$ cat src/rtl/pfs_pkg.sv
package pfs_pkg;
  localparam int PIX_BITS_D  = 4;
  localparam int PIX_WORD_D  = 4;

  // last phase of a memory cycle for a given mode
  function automatic int last_phase(input int pix_per_word, input logic wide);
    return wide ? (2 * pix_per_word - 1) : (pix_per_word - 1);
  endfunction

  // index of the word bit that feeds shift-slot `slot` of plane `plane`
  function automatic int slot_bit(input int pix_bits, input int slot, input int plane);
    return slot * pix_bits + plane;
  endfunction
endpackage

$ cat src/rtl/pfs_clk_div.sv
module pfs_clk_div (
  input  logic clk,
  input  logic rst_n,
  output logic ctrl_clk
);
  logic div_q;

  always_ff @(posedge clk or negedge rst_n) begin
    if (!rst_n) div_q <= 1'b0;
    else        div_q <= ~div_q;
  end

  assign ctrl_clk = div_q;

  AST_CTRL_TOGGLE: assert property (@(posedge clk) disable iff (!rst_n)
    $past(rst_n) |-> (ctrl_clk != $past(ctrl_clk)));
endmodule

$ cat src/rtl/pfs_sequencer.sv
module pfs_sequencer #(
  parameter int PIX_WORD = pfs_pkg::PIX_WORD_D,
  localparam int WIDE_LEN = 2 * PIX_WORD,
  localparam int PH_W     = $clog2(WIDE_LEN),
  localparam int CAP_A    = PIX_WORD - 2,
  localparam int LOAD_A   = PIX_WORD - 1,
  localparam int CAP_B    = PIX_WORD,
  localparam int LOAD_B   = WIDE_LEN - 1
) (
  input  logic            clk,
  input  logic            rst_n,
  input  logic            wide_en,
  output logic            wide_q,
  output logic            cap_evt,
  output logic            load_evt
);
  logic [PH_W-1:0] phase;
  logic            wrap_evt;

  assign wrap_evt = (int'(phase) == pfs_pkg::last_phase(PIX_WORD, wide_q));
  assign cap_evt  = (int'(phase) == CAP_A) || (wide_q && int'(phase) == CAP_B);
  assign load_evt = (int'(phase) == LOAD_A) || (wide_q && int'(phase) == LOAD_B);

  always_ff @(posedge clk or negedge rst_n) begin
    if (!rst_n) begin
      phase  <= '0;
      wide_q <= 1'b0;
    end else if (wrap_evt) begin
      phase  <= '0;
      wide_q <= wide_en;
    end else begin
      phase  <= phase + 1'b1;
    end
  end

  AST_STROBES_APART: assert property (@(posedge clk) disable iff (!rst_n)
    $onehot0({cap_evt, load_evt}));
  AST_NORMAL_LOAD_FOLLOWS_CAP: assert property (@(posedge clk) disable iff (!rst_n)
    ($past(rst_n) && load_evt && !wide_q) |-> $past(cap_evt));
  AST_MODE_AT_WRAP: assert property (@(posedge clk) disable iff (!rst_n)
    ($past(rst_n) && wide_q != $past(wide_q)) |-> (phase == '0));
endmodule

$ cat src/rtl/pfs_hold_reg.sv
module pfs_hold_reg #(
  parameter int WORD_W = pfs_pkg::PIX_BITS_D * pfs_pkg::PIX_WORD_D
) (
  input  logic              clk,
  input  logic              rst_n,
  input  logic              cap_evt,
  input  logic [WORD_W-1:0] din,
  output logic [WORD_W-1:0] hold_q
);
  always_ff @(posedge clk or negedge rst_n) begin
    if (!rst_n)       hold_q <= '0;
    else if (cap_evt) hold_q <= din;
  end

  AST_HOLD_ONLY_ON_STROBE: assert property (@(posedge clk) disable iff (!rst_n)
    ($past(rst_n) && !$past(cap_evt)) |-> $stable(hold_q));
endmodule

$ cat src/rtl/pfs_plane_shifter.sv
module pfs_plane_shifter #(
  parameter int PIX_BITS = pfs_pkg::PIX_BITS_D,
  parameter int PIX_WORD = pfs_pkg::PIX_WORD_D,
  localparam int WORD_W  = PIX_BITS * PIX_WORD
) (
  input  logic                clk,
  input  logic                rst_n,
  input  logic                load_evt,
  input  logic [WORD_W-1:0]   word,
  output logic [PIX_BITS-1:0] pix_raw
);
  for (genvar g = 0; g < PIX_BITS; g++) begin : g_plane
    logic [PIX_WORD-1:0] plane_q;
    logic [PIX_WORD-1:0] plane_d;

    always_comb begin
      for (int s = 0; s < PIX_WORD; s++)
        plane_d[s] = word[pfs_pkg::slot_bit(PIX_BITS, s, g)];
    end

    always_ff @(posedge clk or negedge rst_n) begin
      if (!rst_n)        plane_q <= '0;
      else if (load_evt) plane_q <= plane_d;
      else               plane_q <= {plane_q[PIX_WORD-2:0], 1'b0};
    end

    assign pix_raw[g] = plane_q[PIX_WORD-1];
  end
endmodule

$ cat src/rtl/pixel_fetch_serializer.sv
module pixel_fetch_serializer #(
  parameter int PIX_BITS = pfs_pkg::PIX_BITS_D,
  parameter int PIX_WORD = pfs_pkg::PIX_WORD_D,
  localparam int WORD_W  = PIX_BITS * PIX_WORD
) (
  input  logic                clk,
  input  logic                rst_n,
  input  logic                wide_en,
  input  logic [WORD_W-1:0]   mem_data,
  input  logic                blank_in,
  output logic                ctrl_clk,
  output logic                hold_load_n,
  output logic [PIX_BITS-1:0] pix_out
);
  logic              wide_q;
  logic              cap_evt;
  logic              load_evt;
  logic [WORD_W-1:0] hold_q;
  logic [PIX_BITS-1:0] pix_raw;

  pfs_clk_div u_div (.clk(clk), .rst_n(rst_n), .ctrl_clk(ctrl_clk));

  pfs_sequencer #(.PIX_WORD(PIX_WORD)) u_seq (
    .clk(clk), .rst_n(rst_n), .wide_en(wide_en),
    .wide_q(wide_q), .cap_evt(cap_evt), .load_evt(load_evt));

  pfs_hold_reg #(.WORD_W(WORD_W)) u_hold (
    .clk(clk), .rst_n(rst_n), .cap_evt(cap_evt), .din(mem_data), .hold_q(hold_q));

  pfs_plane_shifter #(.PIX_BITS(PIX_BITS), .PIX_WORD(PIX_WORD)) u_shift (
    .clk(clk), .rst_n(rst_n), .load_evt(load_evt), .word(hold_q), .pix_raw(pix_raw));

  assign hold_load_n = ~cap_evt;
  assign pix_out     = blank_in ? '0 : pix_raw;

  AST_WIDE_TWO_STROBES: assert property (@(posedge clk) disable iff (!rst_n)
    ($past(rst_n) && wide_q && $past(wide_q) && !hold_load_n && !$past(hold_load_n))
      |-> 1'b0);
endmodule

$ cat config.mk
export PLATFORM = sky130hd
export DESIGN_NAME = pixel_fetch_serializer
export DESIGN_NICKNAME = d
export VERILOG_FILES = /design/src/rtl/pfs_pkg.sv /design/src/rtl/pfs_clk_div.sv /design/src/rtl/pfs_sequencer.sv /design/src/rtl/pfs_hold_reg.sv /design/src/rtl/pfs_plane_shifter.sv /design/src/rtl/pixel_fetch_serializer.sv
export SDC_FILE = /design/constraint.sdc
export NUM_CORES = 1
export LEC_CHECK = 0
export CAP_MARGIN = 30
export CORE_MARGIN = 2
export CORE_UTILIZATION = 51
export DETAILED_ROUTE_END_ITERATION = 10
export GPL_TIMING_DRIVEN = 1
export PLACE_DENSITY = 0.77
export SLEW_MARGIN = 40
export SYNTH_ARGS = -nofsm -noshare
export SYNTH_HDL_FRONTEND = slang
export SYNTH_SLANG_ARGS = --single-unit
$ cat constraint.sdc
create_clock -name clk -period 2 [get_ports clk]
set_input_delay 0.2 -clock clk [delete_from_list [all_inputs] [get_ports clk]]
set_output_delay 0.2 -clock clk [all_outputs]
set_load 0.02 [all_outputs]
==> flow_metrics.tcl <==
set metrics [dict create \
    outcome "finished, final reports clean" \
    routed_wl_um 2220 \
    synth_top_family_by_area "multiplexers" \
    place_area_um2 1780 \
    timing.final.crit_share_pct 89.0 \
    diodes 0 \
    grtUsageTotal_pct 15.0 \
    placed_cells 152 \
    hp-class "in -> async" \
    hpwl_um 1550 \
    synth_seq_cells 37 \
    clk_pin_slew_ns 0.10 \
    cpPeakStageDelay_ns 0.38 \
    setup_viol 0 \
    fin_setup_tns_ns 0 \
    cts-htree-levels 2 \
    rr_worst_depth 6 \
    row_count 19 \
    worstReg2RegStart "u_seq.phase[0]" \
    die_w_um 58.3 \
    rr_endpoint "u_hold.hold_q[8]" \
    core-area_um2 2780 \
    cp_top_family "buffers and inverters" \
    gp_congestion 0.672 \
    rsz0062_at_grt "false" \
    worstPathArrival_ns 1.58 \
    slew_headroom_pct 70.7 \
    grt_pass1_vias 838 \
    drt-pass1-iter-count 3 \
    yosys_warnings 0 \
    critPathLaunchType "flip-flop" \
    switching_share_pct 21.1 \
    place.port_buffers 25 \
    clk_root_buffer_cell "clkbuf_4" \
    synth_compound_area_share_pct 2.66 \
    grt_antenna_before_repair 0 \
    synth_cell_type_count 15 \
    synthCells 95 \
    ant_nets 0 \
    grt_max_degree 38 \
    critPathSlowestCell "dfrtp_1" \
    yosys.area_share.simple_pct 4.82 \
    crit_type "reg -> out" \
    leakagePower_nw 0.866 \
    combPwrFrac_pct 7.9 \
    synth_mux_area_share_pct 23.2 \
    worstPathMaxFanout 3 \
    yosysSeqAreaShare_pct 61.5 \
    p_int_mw 1.01 \
    rrSetupSlack_ns 0.31 \
    initial_core_util_pct 54.1 \
    p_per_area_nw_per_um2 691 \
    skew_ns 0.00777 \
    clock_latency_ns 0.33 \
    critPathBufInv 2 \
    grt_pass1_wl_um 3660 \
    fillers 209 \
    cts_setup_buffers 0 \
    clock_tree.buffer_depth 2 \
    dieHeight_um 58.3 \
    cp_num_cells 5 \
    drt_iter0_markers 8 \
    drv_cap 0 \
    avgViaCountPerCell 4.91 \
    synth_nets 120 \
    synth-xor-area-share_pct 0.582 \
    wl_per_cell_um 13.9 \
    drcViolationCount 0 \
    pwr-share-clk_pct 30.5 \
    finalNonFillerCells 160 \
    synthesis.area_um2 1510 \
    cp-end-kind "output pin" \
    max_freq_mhz 562 \
    vdd_drop_max_uv 625 \
    post-route-util_pct 66.5 \
    fin_crit_ns 1.78 \
    whs_ns 0.348 \
    num_vias 785 \
    crit_required_ns 1.80 \
    synthAdderAreaFrac_pct 4.16 \
    cts_inserted_buffers 5 \
    cp-startpoint "u_seq.phase[0]" \
    clkSinkCount 37 \
    power_switching_mw 0.269 \
    maxSlewViolCount 0 \
    area_growth_pct 22.9 \
    tightest_slew_ns 0.439 \
    finalNetCount 154 \
    final_cell_area_um2 1850 \
    ioPinCount 26 \
    hold_violations 0 \
    drive_gt1_share_pct 31.8 \
    crit_path_cell_trace "inv_1, ha_1, and3_4, a21oi_4, dlygate4sd2_1" \
    grt_overflow_total 0 \
    power_frac_seq_pct 61.6 \
    cts_tree "done" \
    fp.dieArea_um2 3400 \
    endpoint "hold_load_n" \
    avgSynthCellArea_um2 15.8 \
]
[worst min path at each step]
stage	endpoint	slack [ns]
2_1_floorplan	u_div.ctrl_clk	-0.1
3_3_place_gp	u_hold.hold_q[12]	0.31
3_5_place_dp	u_shift.g_plane[1].plane_q[3]	0.33
4_1_cts	u_div.ctrl_clk	0.43
5_1_grt	u_hold.hold_q[13]	0.40
6_report	u_hold.hold_q[13]	0.35
[layout by cell type (no fill, tap or decap), drive strengths merged, types with 2 or more instances in the layout]
master / Yosys / routed
a21oi: 3 / 3
buf: 2 / 4
clkbuf: 0 / 7
clkdlybuf4s50: 0 / 23
dfrtp: 37 / 37
ha: 5 / 5
inv: 5 / 5
mux2: 28 / 28
nor2: 3 / 3
nor2b: 8 / 8
o21ai: 2 / 2
[worst reg2reg max path, cell delays in order, from the launching register on]
cell and delay [ns]:
dfrtp_1 0.38, inv_1 0.07, ha_1 0.19, and3_4 0.15
a21oi_4 0.11, buf_4 0.30, mux2_2 0.38
[stage by stage]
stage	total power [mW]	setup slack, ns
after CTS	1.29	0.196
after global routing	1.33	0.157
after floorplan	0.836	0.257
after global placement	0.899	0.340
final	1.28	0.220
after detailed placement	0.903	0.308
[final cells by class]
type | count | area [µm²] | share of cell area, %
Tap cell | 31 | 38.8 | 2.10
Inverter | 5 | 18.8 | 1.01
Timing Repair Buffer | 29 | 279 | 15.1
Clock buffer | 7 | 55.1 | 2.97
Sequential cell | 37 | 926 | 50.0
Multi-Input combinational cell | 51 | 533 | 28.8
[kinds of logic (layout without fill, tap and decap cells)]
group / count (synthesis) / count (layout)
muxes: 28 / 28
DFF: 37 / 37
AOI/OAI and AO/OA: 5 / 5
buffers and inverters: 7 / 41
adders and majority gates: 5 / 5
and+or+nand+nor: 12 / 12
xor gates and xnor gates: 1 / 1
[flip-flops by register name (all words and copies together), names as in the netlist]
signal	flops
u_div.ctrl_clk	1
u_seq.phase	3
u_shift.g_plane.plane_q	16
u_seq.wide_q	1
u_hold.hold_q	16
[routing by layer]
metal  GRT usage [%]  wire length (µm)  vias up
met5               0                 0        -
met1            18.2               992      374
met2            24.7              1060       23
li1                -                 -      382
met4            7.97                46        0
met3            3.96               117        6
[power by group through the flow]
stage	sequential, mW	clock (mW)	combinational, mW
after global placement	0.801	0	0.0974
after global routing	0.792	0.426	0.110
after CTS	0.788	0.401	0.102
final	0.788	0.390	0.100
after floorplan	0.798	0	0.0375
after detailed placement	0.803	0	0.100
[synth_stat cells]
master / instances / area [µm²]
o21ai_0: 2 / 10.0
inv_1: 5 / 18.8
a21oi_4: 1 / 16.3
a21oi_1: 1 / 5.00
nor2b_1: 8 / 50.1
mux2_2: 19 / 214
nor2_1: 3 / 11.3
dfrtp_1: 37 / 926
a21oi_2: 1 / 8.76
and3_4: 1 / 11.3
ha_1: 5 / 62.6
buf_4: 1 / 7.51
mux2_4: 9 / 135
buf_12: 1 / 20.0
xor2_1: 1 / 8.76
[repair_timing]
action / in CTS / in global routing
hold endpoints to repair: 37 / 0
hold buffers: 1 / 0
resized for setup: 1 / 0
setup endpoints to repair: 1 / 0
Note: power is estimated with default switching activity, not from simulation.
